==> config.mk <==
export PLATFORM = sky130hd
export DESIGN_NAME = fam_monitor
export DESIGN_NICKNAME = d
export VERILOG_FILES = /design/src/rtl/fam_pkg.sv /design/src/rtl/fam_faw_detect.sv /design/src/rtl/fam_align_fsm.sv /design/src/rtl/fam_err_counter.sv /design/src/rtl/fam_alarm_flags.sv /design/src/rtl/fam_monitor.sv
export SDC_FILE = /design/constraint.sdc
export NUM_CORES = 1
export LEC_CHECK = 0
export BUFFER_PORTS_ARGS = -buffer_cell sky130_fd_sc_hd__buf_2
export CAP_MARGIN = 0
export CELL_PAD_IN_SITES_DETAIL_PLACEMENT = 0
export CELL_PAD_IN_SITES_GLOBAL_PLACEMENT = 2
export CORE_MARGIN = 3
export CORE_UTILIZATION = 35
export CTS_CLUSTER_SIZE = 16
export DETAILED_ROUTE_END_ITERATION = 16
export PLACE_DENSITY = 0.77
export SYNTH_ARGS = -nofsm -noshare
export SYNTH_HDL_FRONTEND = slang
export SYNTH_SLANG_ARGS = --single-unit
==> constraint.sdc <==
create_clock -name clk -period 2.9 [get_ports clk]
set_clock_uncertainty 0.1 [all_clocks]
set_input_delay 0.58 -clock clk [delete_from_list [all_inputs] [get_ports clk]]
set_output_delay 0.58 -clock clk [all_outputs]
set_load 0.01 [all_outputs]
==> src/rtl/fam_pkg.sv <==
// Shared types and constants for the frame alignment monitor.
package fam_pkg;
    // Alignment state: searching, confirming a candidate, or locked.
    typedef enum logic [1:0] {
        ST_HUNT    = 2'd0,
        ST_CONFIRM = 2'd1,
        ST_SYNC    = 2'd2
    } fam_state_e;

    // Default alignment word, bit 1 of the frame is the MSB.
    localparam int unsigned FAW_BITS = 12;
    localparam logic [FAW_BITS-1:0] FAW_DEFAULT = 12'b1111_1010_0000;
endpackage

==> src/rtl/fam_faw_detect.sv <==
// Alignment word detector.
// Shifts the line bits into a window and flags the cycle in which the
// current bit completes the alignment word. Assumes bit 1 arrives first.
module fam_faw_detect #(
    parameter int unsigned        FAW_LEN  = 12,
    parameter logic [FAW_LEN-1:0] FAW_WORD = 12'b1111_1010_0000
) (
    input  logic clk,
    input  logic rst_n,
    input  logic rx_bit,
    output logic match
);
    logic [FAW_LEN-1:0] win_q;
    logic [FAW_LEN-1:0] win_nxt;

    // Window including the bit presented in this cycle.
    always_comb win_nxt = {win_q[FAW_LEN-2:0], rx_bit};

    // Holds the last FAW_LEN-1 received bits.
    always_ff @(posedge clk) begin
        if (!rst_n) win_q <= '0;
        else        win_q <= win_nxt;
    end

    // Word complete in this cycle.
    always_comb match = (win_nxt == FAW_WORD);
endmodule

==> src/rtl/fam_align_fsm.sv <==
// Alignment state machine.
// Searches for the alignment word, confirms it at frame spacing, then
// keeps checking it. Emits one-cycle events for errored words, for loss
// and for the alarm bit slot. Assumes GAIN_WORDS >= 2 and LOSS_WORDS >= 1.
module fam_align_fsm
    import fam_pkg::*;
#(
    parameter int unsigned FRAME_LEN  = 2928,
    parameter int unsigned FAW_LEN    = 12,
    parameter int unsigned GAIN_WORDS = 3,
    parameter int unsigned LOSS_WORDS = 4
) (
    input  logic clk,
    input  logic rst_n,
    input  logic mon_dis,
    input  logic match,
    output logic in_frame,
    output logic err_ev,
    output logic lost_ev,
    output logic alarm_ev
);
    localparam int unsigned PW = $clog2(FRAME_LEN);
    localparam int unsigned GW = $clog2(GAIN_WORDS + 1);
    localparam int unsigned BW = $clog2(LOSS_WORDS + 1);
    localparam logic [PW-1:0] POS_LAST  = PW'(FRAME_LEN - 1);
    localparam logic [PW-1:0] POS_FAW   = PW'(FAW_LEN - 1);
    localparam logic [PW-1:0] POS_ALARM = PW'(FAW_LEN);

    fam_state_e      state_q;
    logic [PW-1:0]   pos_q;
    logic [PW-1:0]   pos_nxt;
    logic [GW-1:0]   good_q;
    logic [BW-1:0]   bad_q;
    logic            at_faw;
    logic            at_alarm;

    // Bit position decode within the frame.
    always_comb begin
        pos_nxt  = (pos_q == POS_LAST) ? '0 : pos_q + 1'b1;
        at_faw   = (pos_q == POS_FAW);
        at_alarm = (pos_q == POS_ALARM);
    end

    // Search, confirmation and maintenance of alignment.
    always_ff @(posedge clk) begin
        if (!rst_n) begin
            state_q <= ST_HUNT;
            pos_q   <= '0;
            good_q  <= '0;
            bad_q   <= '0;
        end else if (mon_dis) begin
            state_q <= ST_HUNT;
            good_q  <= '0;
            bad_q   <= '0;
        end else begin
            case (state_q)
                ST_HUNT: begin
                    if (match) begin
                        state_q <= ST_CONFIRM;
                        pos_q   <= POS_ALARM;
                        good_q  <= GW'(1);
                    end
                end
                ST_CONFIRM: begin
                    pos_q <= pos_nxt;
                    if (at_faw) begin
                        if (!match) begin
                            state_q <= ST_HUNT;
                        end else if (good_q == GW'(GAIN_WORDS - 1)) begin
                            state_q <= ST_SYNC;
                            bad_q   <= '0;
                        end else begin
                            good_q  <= good_q + 1'b1;
                        end
                    end
                end
                ST_SYNC: begin
                    pos_q <= pos_nxt;
                    if (at_faw) begin
                        if (match) begin
                            bad_q <= '0;
                        end else if (bad_q == BW'(LOSS_WORDS - 1)) begin
                            state_q <= ST_HUNT;
                            bad_q   <= '0;
                        end else begin
                            bad_q <= bad_q + 1'b1;
                        end
                    end
                end
                default: state_q <= ST_HUNT;
            endcase
        end
    end

    // Event strobes toward the counter and the alarm flags.
    always_comb begin
        in_frame = (state_q == ST_SYNC);
        err_ev   = in_frame && !mon_dis && at_faw && !match;
        lost_ev  = err_ev && (bad_q == BW'(LOSS_WORDS - 1));
        alarm_ev = in_frame && !mon_dis && at_alarm;
    end

    // a loss event leaves the aligned state on the next cycle.
    p_loss_drops_r4: assert property (@(posedge clk) disable iff (!rst_n)
        lost_ev |=> !in_frame);

    // the disable input forces the search state.
    p_disable_idle_r10: assert property (@(posedge clk) disable iff (!rst_n)
        mon_dis |=> (state_q == ST_HUNT));

    // alignment is only entered from confirmation.
    p_gain_path_r3: assert property (@(posedge clk) disable iff (!rst_n)
        $rose(in_frame) |-> ($past(state_q) == ST_CONFIRM));
endmodule

==> src/rtl/fam_err_counter.sv <==
// Saturating framing error counter with clear.
// Assumes inc is a one-cycle strobe; clear has priority.
module fam_err_counter #(
    parameter int unsigned CNT_W = 16
) (
    input  logic             clk,
    input  logic             rst_n,
    input  logic             inc,
    input  logic             clr,
    output logic [CNT_W-1:0] cnt
);
    localparam logic [CNT_W-1:0] CNT_MAX = '1;

    // Count up to all ones, clear on request.
    always_ff @(posedge clk) begin
        if (!rst_n)                     cnt <= '0;
        else if (clr)                   cnt <= '0;
        else if (inc && cnt != CNT_MAX) cnt <= cnt + 1'b1;
    end

    // a full counter never wraps.
    p_no_wrap_r9: assert property (@(posedge clk) disable iff (!rst_n)
        (cnt == CNT_MAX && !clr) |=> cnt == CNT_MAX);

    // a clear always empties the counter.
    p_clear_r9: assert property (@(posedge clk) disable iff (!rst_n)
        clr |=> cnt == '0);
endmodule

==> src/rtl/fam_alarm_flags.sv <==
// Far-end alarm status and sticky interrupt flags.
// Assumes alarm_ev and lost_ev are one-cycle strobes from the FSM.
// A setting event wins over a clear in the same cycle.
module fam_alarm_flags (
    input  logic clk,
    input  logic rst_n,
    input  logic in_frame,
    input  logic alarm_ev,
    input  logic rx_bit,
    input  logic lost_ev,
    input  logic lof_ien,
    input  logic rai_ien,
    input  logic flag_clr,
    output logic rai_status,
    output logic lof_sticky,
    output logic irq_lof,
    output logic irq_rai
);
    // Latch the alarm bit once per frame while aligned.
    always_ff @(posedge clk) begin
        if (!rst_n || !in_frame) rai_status <= 1'b0;
        else if (alarm_ev)       rai_status <= rx_bit;
    end

    // Sticky loss flag and its gated interrupt.
    always_ff @(posedge clk) begin
        if (!rst_n) begin
            lof_sticky <= 1'b0;
            irq_lof    <= 1'b0;
        end else begin
            if (lost_ev)              lof_sticky <= 1'b1;
            else if (flag_clr)        lof_sticky <= 1'b0;
            if (lost_ev && lof_ien)   irq_lof    <= 1'b1;
            else if (flag_clr)        irq_lof    <= 1'b0;
        end
    end

    // Gated far-end alarm interrupt.
    always_ff @(posedge clk) begin
        if (!rst_n)                           irq_rai <= 1'b0;
        else if (alarm_ev && rx_bit && rai_ien) irq_rai <= 1'b1;
        else if (flag_clr)                    irq_rai <= 1'b0;
    end

    // the alarm interrupt only rises with its enable set.
    p_rai_gated_r6: assert property (@(posedge clk) disable iff (!rst_n)
        $rose(irq_rai) |-> $past(rai_ien));

    // the loss interrupt only rises with its enable set.
    p_lof_gated_r7: assert property (@(posedge clk) disable iff (!rst_n)
        $rose(irq_lof) |-> ($past(lof_ien) && lof_sticky));
endmodule

==> src/rtl/fam_monitor.sv <==
// Frame alignment monitor top.
// Joins the word detector, alignment FSM, error counter and alarm flags.
// Assumes one valid line bit on every clock.
module fam_monitor
    import fam_pkg::*;
#(
    parameter int unsigned        FRAME_LEN  = 2928,
    parameter int unsigned        FAW_LEN    = FAW_BITS,
    parameter logic [FAW_LEN-1:0] FAW_WORD   = FAW_DEFAULT,
    parameter int unsigned        GAIN_WORDS = 3,
    parameter int unsigned        LOSS_WORDS = 4,
    parameter int unsigned        CNT_W      = 16
) (
    input  logic             clk,
    input  logic             rst_n,
    input  logic             rx_bit,
    input  logic             mon_dis,
    input  logic             lof_ien,
    input  logic             rai_ien,
    input  logic             flag_clr,
    input  logic             err_clr,
    output logic             in_frame,
    output logic             rai_status,
    output logic             lof_sticky,
    output logic             irq_lof,
    output logic             irq_rai,
    output logic [CNT_W-1:0] err_cnt
);
    logic match;
    logic err_ev;
    logic lost_ev;
    logic alarm_ev;

    fam_faw_detect #(.FAW_LEN(FAW_LEN), .FAW_WORD(FAW_WORD)) u_det (
        .clk(clk), .rst_n(rst_n), .rx_bit(rx_bit), .match(match)
    );

    fam_align_fsm #(
        .FRAME_LEN(FRAME_LEN), .FAW_LEN(FAW_LEN),
        .GAIN_WORDS(GAIN_WORDS), .LOSS_WORDS(LOSS_WORDS)
    ) u_fsm (
        .clk(clk), .rst_n(rst_n), .mon_dis(mon_dis), .match(match),
        .in_frame(in_frame), .err_ev(err_ev), .lost_ev(lost_ev),
        .alarm_ev(alarm_ev)
    );

    fam_err_counter #(.CNT_W(CNT_W)) u_cnt (
        .clk(clk), .rst_n(rst_n), .inc(err_ev), .clr(err_clr), .cnt(err_cnt)
    );

    fam_alarm_flags u_flags (
        .clk(clk), .rst_n(rst_n), .in_frame(in_frame), .alarm_ev(alarm_ev),
        .rx_bit(rx_bit), .lost_ev(lost_ev), .lof_ien(lof_ien),
        .rai_ien(rai_ien), .flag_clr(flag_clr), .rai_status(rai_status),
        .lof_sticky(lof_sticky), .irq_lof(irq_lof), .irq_rai(irq_rai)
    );

    // the counter is frozen while alignment is not held.
    p_count_aligned_r8: assert property (@(posedge clk) disable iff (!rst_n)
        (!in_frame && !err_clr) |=> $stable(err_cnt));

    // nothing is flagged while the monitor is disabled.
    p_dis_no_flag_r10: assert property (@(posedge clk) disable iff (!rst_n)
        (mon_dis && !lof_sticky) |=> !lof_sticky);
endmodule

==> impl_metrics.csv <==
group,metric,value,unit
power,sw_frac_of_total,22.0,%
power,p_leak,1.06,nW
routing,wl_met1,3080,um
sta,max_freq,0.372,GHz
routing,wl_met3,273,um
run,maxCapViolCount,0,
routing,vias_per_cell,5.24,
sta,setup_viol,0,
clock_network,path_clk_slew,0.10,ns
synth,ys_seq_area_share,39.0,%
sta,period_needed,2.69,ns
sta,max_slew.worst_pin.slew,0.695,ns
power,power.total,0.00123,W
die,die_h,91.7,um
critical_path,path_cells,"or4_1 > or3_4 > a2111o_1 > or4_1 > a21oi_1",
layout,antenna_cells,0,
clock_network,cts_resized,0,
hold_path,whs_path_depth,1,
synth,synth_top_area_share,39.0,%
synth,synthTopCellsByArea,"dfxtp_1 (39%), ha_1 (4.4%), nor2_1 (3.9%), a21oi_1 (3.9%), nand3_1 (3.5%)",
critical_path,start_kind,"register",
hold_path,hold_path.class,"register to register",
status,outcome,"finished, final reports clean",
sta,timing.final.crit_share,92.8,%
power,comb_power_share,2.0,%
clock_network,cts_tree,"done",
power,cellPowerDensity,410,nW/um^2
routing,finalWirelength,6420,um
critical_path,rr_startpoint,"u_fsm.pos_q[9]",
sta,hold_viol,0,
critical_path,timing_worst_setup_path_type,"register to register",
die,io_pins,29,
power,vdd_drop_max,217,uV
synth,synth_ff_type,"dfxtp_1",
clock_network,cts-root-buf,"clkbuf_8",
layout,final_area,2990,sq um
power,seqPwrFrac,56.3,%
synth,syn_avg_cell_area,8.62,sq um
critical_path,crit_required,3.03,ns
critical_path,slowest_delay,0.56,ns
grt,grt_start_max_net_pins,22,
placed_design,post_dp_cell_area,2870,sq um
clock_network,cts_num_sinks,50,
grt,track_usage,16.0,%
clock_network,numCtsBuffers,5,
clock_network,hold_buffers,0,
layout,nNetsFinal,353,
routing,wl_met2,2950,um
synth,syn_area,2570,sq um
critical_path,r2r-end,"u_cnt.cnt[12]",
routing,drc,0,
grt,grt_pass1_wl,11000,um
clock_network,htree_num_levels,2,
critical_path,r2r_cells,5,
die,dieWidth,91.7,um
clock_network,clockBufferDepth,2,
routing,dr.pass1.iters,4,
placed_design,port_buffers,28,
sta,worst_hold_slack,0.385,ns
critical_path,path_max_fanout,10,
grt,antenna_found_initial,0,
grt,grt_pass1_vias,2240,
power,power_switching,0.000270,W
sta,tns,0,ns
layout,area_delta_synth_final,16.3,%
placed_design,post-dp-hpwl,4760,um
hold_path,hold_start,"u_det.win_q[0]",
sta,maxSlewViolCount,0,
sta,slew_headroom,53.7,%
synth,ys_async_sr_fraction,0,%
synth,synth_cell_types,54,
critical_path,cp_slowest_cell,"or4_1",
die,rows,30,
hold_path,min_to,"u_det.win_q[1]",
synth,synth_edf_count,0,
routing,antenna_left,0,
routing,vias,2269,
synth,syn_inst,298,
synth,synth_top_area_cell,"dfxtp_1",
power,p_clk_share,41.7,%
layout,final_layout_size_suffix_gt1_share,17.2,%
critical_path,crit_top_cell,"or4_1",
synth,ys_ff_latch,50,
grt,globalRouteOverflowTotal,0,
critical_path,worst_setup_path_end_kind,"register",
critical_path,arrival,2.82,ns
routing,wl_per_cell,14.8,um
clock_network,clk_latency,0.31,ns
placed_design,place_congestion,0.809,
routing,first_iter_violations,78,
clock_network,cts_setup_buffers,0,
synth,ys_warn_count,0,
power,internal_power,0.000955,W
critical_path,r2r_setup_slack,0.21,ns
routing,highest_layer,"met4",
die,core,6940,sq um
die,initial_core_util,37.0,%
synth,synth_nets,315,
die,die-area,8400,sq um
sta,rsz0062_at_grt,"no",
## registers in the layout (all words and copies together), names as in the netlist
| register | flops |
|---|---|
| u_flags.lof_sticky | 1 |
| u_cnt.cnt | 16 |
| u_fsm.bad_q | 3 |
| u_fsm.good_q | 2 |
| u_det.win_q | 11 |
| u_flags.irq_lof | 1 |
| u_fsm.pos_q | 12 |
| u_flags.rai_status | 1 |
| u_flags.irq_rai | 1 |
| u_fsm.state_q | 2 |
## Yosys cell counts (2+ instances only)
library cell	n
a21oi_1	20
nand2_1	14
clkbuf_1	5
o31ai_1	6
o21ai_0	9
nand3b_1	4
xnor2_1	4
and3_1	3
or3_1	5
or4b_2	2
inv_1	14
nor4b_1	3
nand4bb_1	3
or4_1	6
nor4_1	4
a31o_2	2
nor3_1	7
mux2i_1	3
nand3_1	18
a2111o_1	2
xor2_1	7
nand4b_1	2
nor2_1	27
a31oi_1	2
o41ai_1	4
ha_1	9
nor2b_1	4
dfxtp_1	50
a21boi_0	2
and4_1	2
and2_1	14
nand2b_1	7
nand4_1	13
## power by group through the flow
stage                     logic [W]  clock network, W  registers (W)
after floorplan           0.0000136                 0       0.000705
after detailed placement  0.0000255                 0       0.000706
after CTS                 0.0000254          0.000537       0.000690
final                     0.0000247          0.000511       0.000690
after global placement    0.0000255                 0       0.000706
after global routing      0.0000280          0.000557       0.000690
## per-stage QoR
stage                     std cells  setup WS, ns  utilization [%]
after detailed placement        425         0.224             41.4
after global placement          425         0.256             41.4
after global routing            433        0.0251             43.0
after floorplan                 298         0.212                -
final                           433         0.208             43.0
after CTS                       433         0.196             43.0
## worst max-delay path, delay by kind of cell (launching register included)
kind             cells  cell delay [ns]
AO/OA/AOI/OAI        2             0.65
flip-flops           1             0.36
AND/OR/NAND/NOR      3             1.52
## cells in the final DEF, fill, tap and decap left out, drive strengths merged, types with 4 or more instances in the layout
| cell | n |
|---|---|
| xor2 | 7 |
| inv | 15 |
| nand3b | 4 |
| dfxtp | 50 |
| o41ai | 4 |
| nor2b | 4 |
| nor2 | 27 |
| nand2b | 7 |
| nor3 | 7 |
| ha | 9 |
| nor4 | 4 |
| buf | 40 |
| or3 | 6 |
| or4 | 6 |
| o31ai | 6 |
| clkbuf | 5 |
| nand2 | 14 |
| xnor2 | 4 |
| a21oi | 20 |
| and2 | 14 |
| nand3 | 18 |
| o21ai | 9 |
| and3 | 4 |
| nand4 | 13 |
## cells by family (layout without fill, tap and decap cells)
| kind of cell | after synthesis | in the layout | synth area share (%) |
|---|---|---|---|
| simple gates | 144 | 144 | 32.6 |
| compound gates | 57 | 57 | 15.0 |
| flops | 50 | 50 | 39.0 |
| buf+inv | 23 | 62 | 3.75 |
| xor+xnor | 11 | 11 | 3.75 |
| fa+ha+maj | 9 | 9 | 4.39 |
| mux | 4 | 4 | 1.61 |
## area by class of cell
class / instances / area, sq um
well taps: 96 / 120
repair buffers: 40 / 230
fillers: 718 / 3960
clock buffers: 5 / 68.8
multi-input cells: 225 / 1470
inverters: 14 / 52.6
flip-flops and latches: 50 / 1000
clock inverters: 3 / 43.8
## worst max-delay path by stage
stage                   start            end  slack [ns]
3_3_place_gp   u_fsm.pos_q[9]  u_cnt.cnt[12]        0.26
3_5_place_dp   u_fsm.pos_q[9]  u_cnt.cnt[12]        0.22
5_1_grt        u_fsm.pos_q[9]  u_cnt.cnt[12]        0.03
4_1_cts        u_fsm.pos_q[9]  u_cnt.cnt[12]        0.20
6_report       u_fsm.pos_q[9]  u_cnt.cnt[12]        0.21
2_1_floorplan  u_fsm.pos_q[9]  u_cnt.cnt[12]        0.21
## metal layers
metal	global-route usage (%)	up-vias
met5	0	-
met4	4.40	0
met3	3.04	12
met2	26.8	48
met1	21.0	1033
li1	-	1176
(Power assumes the default switching activity.)
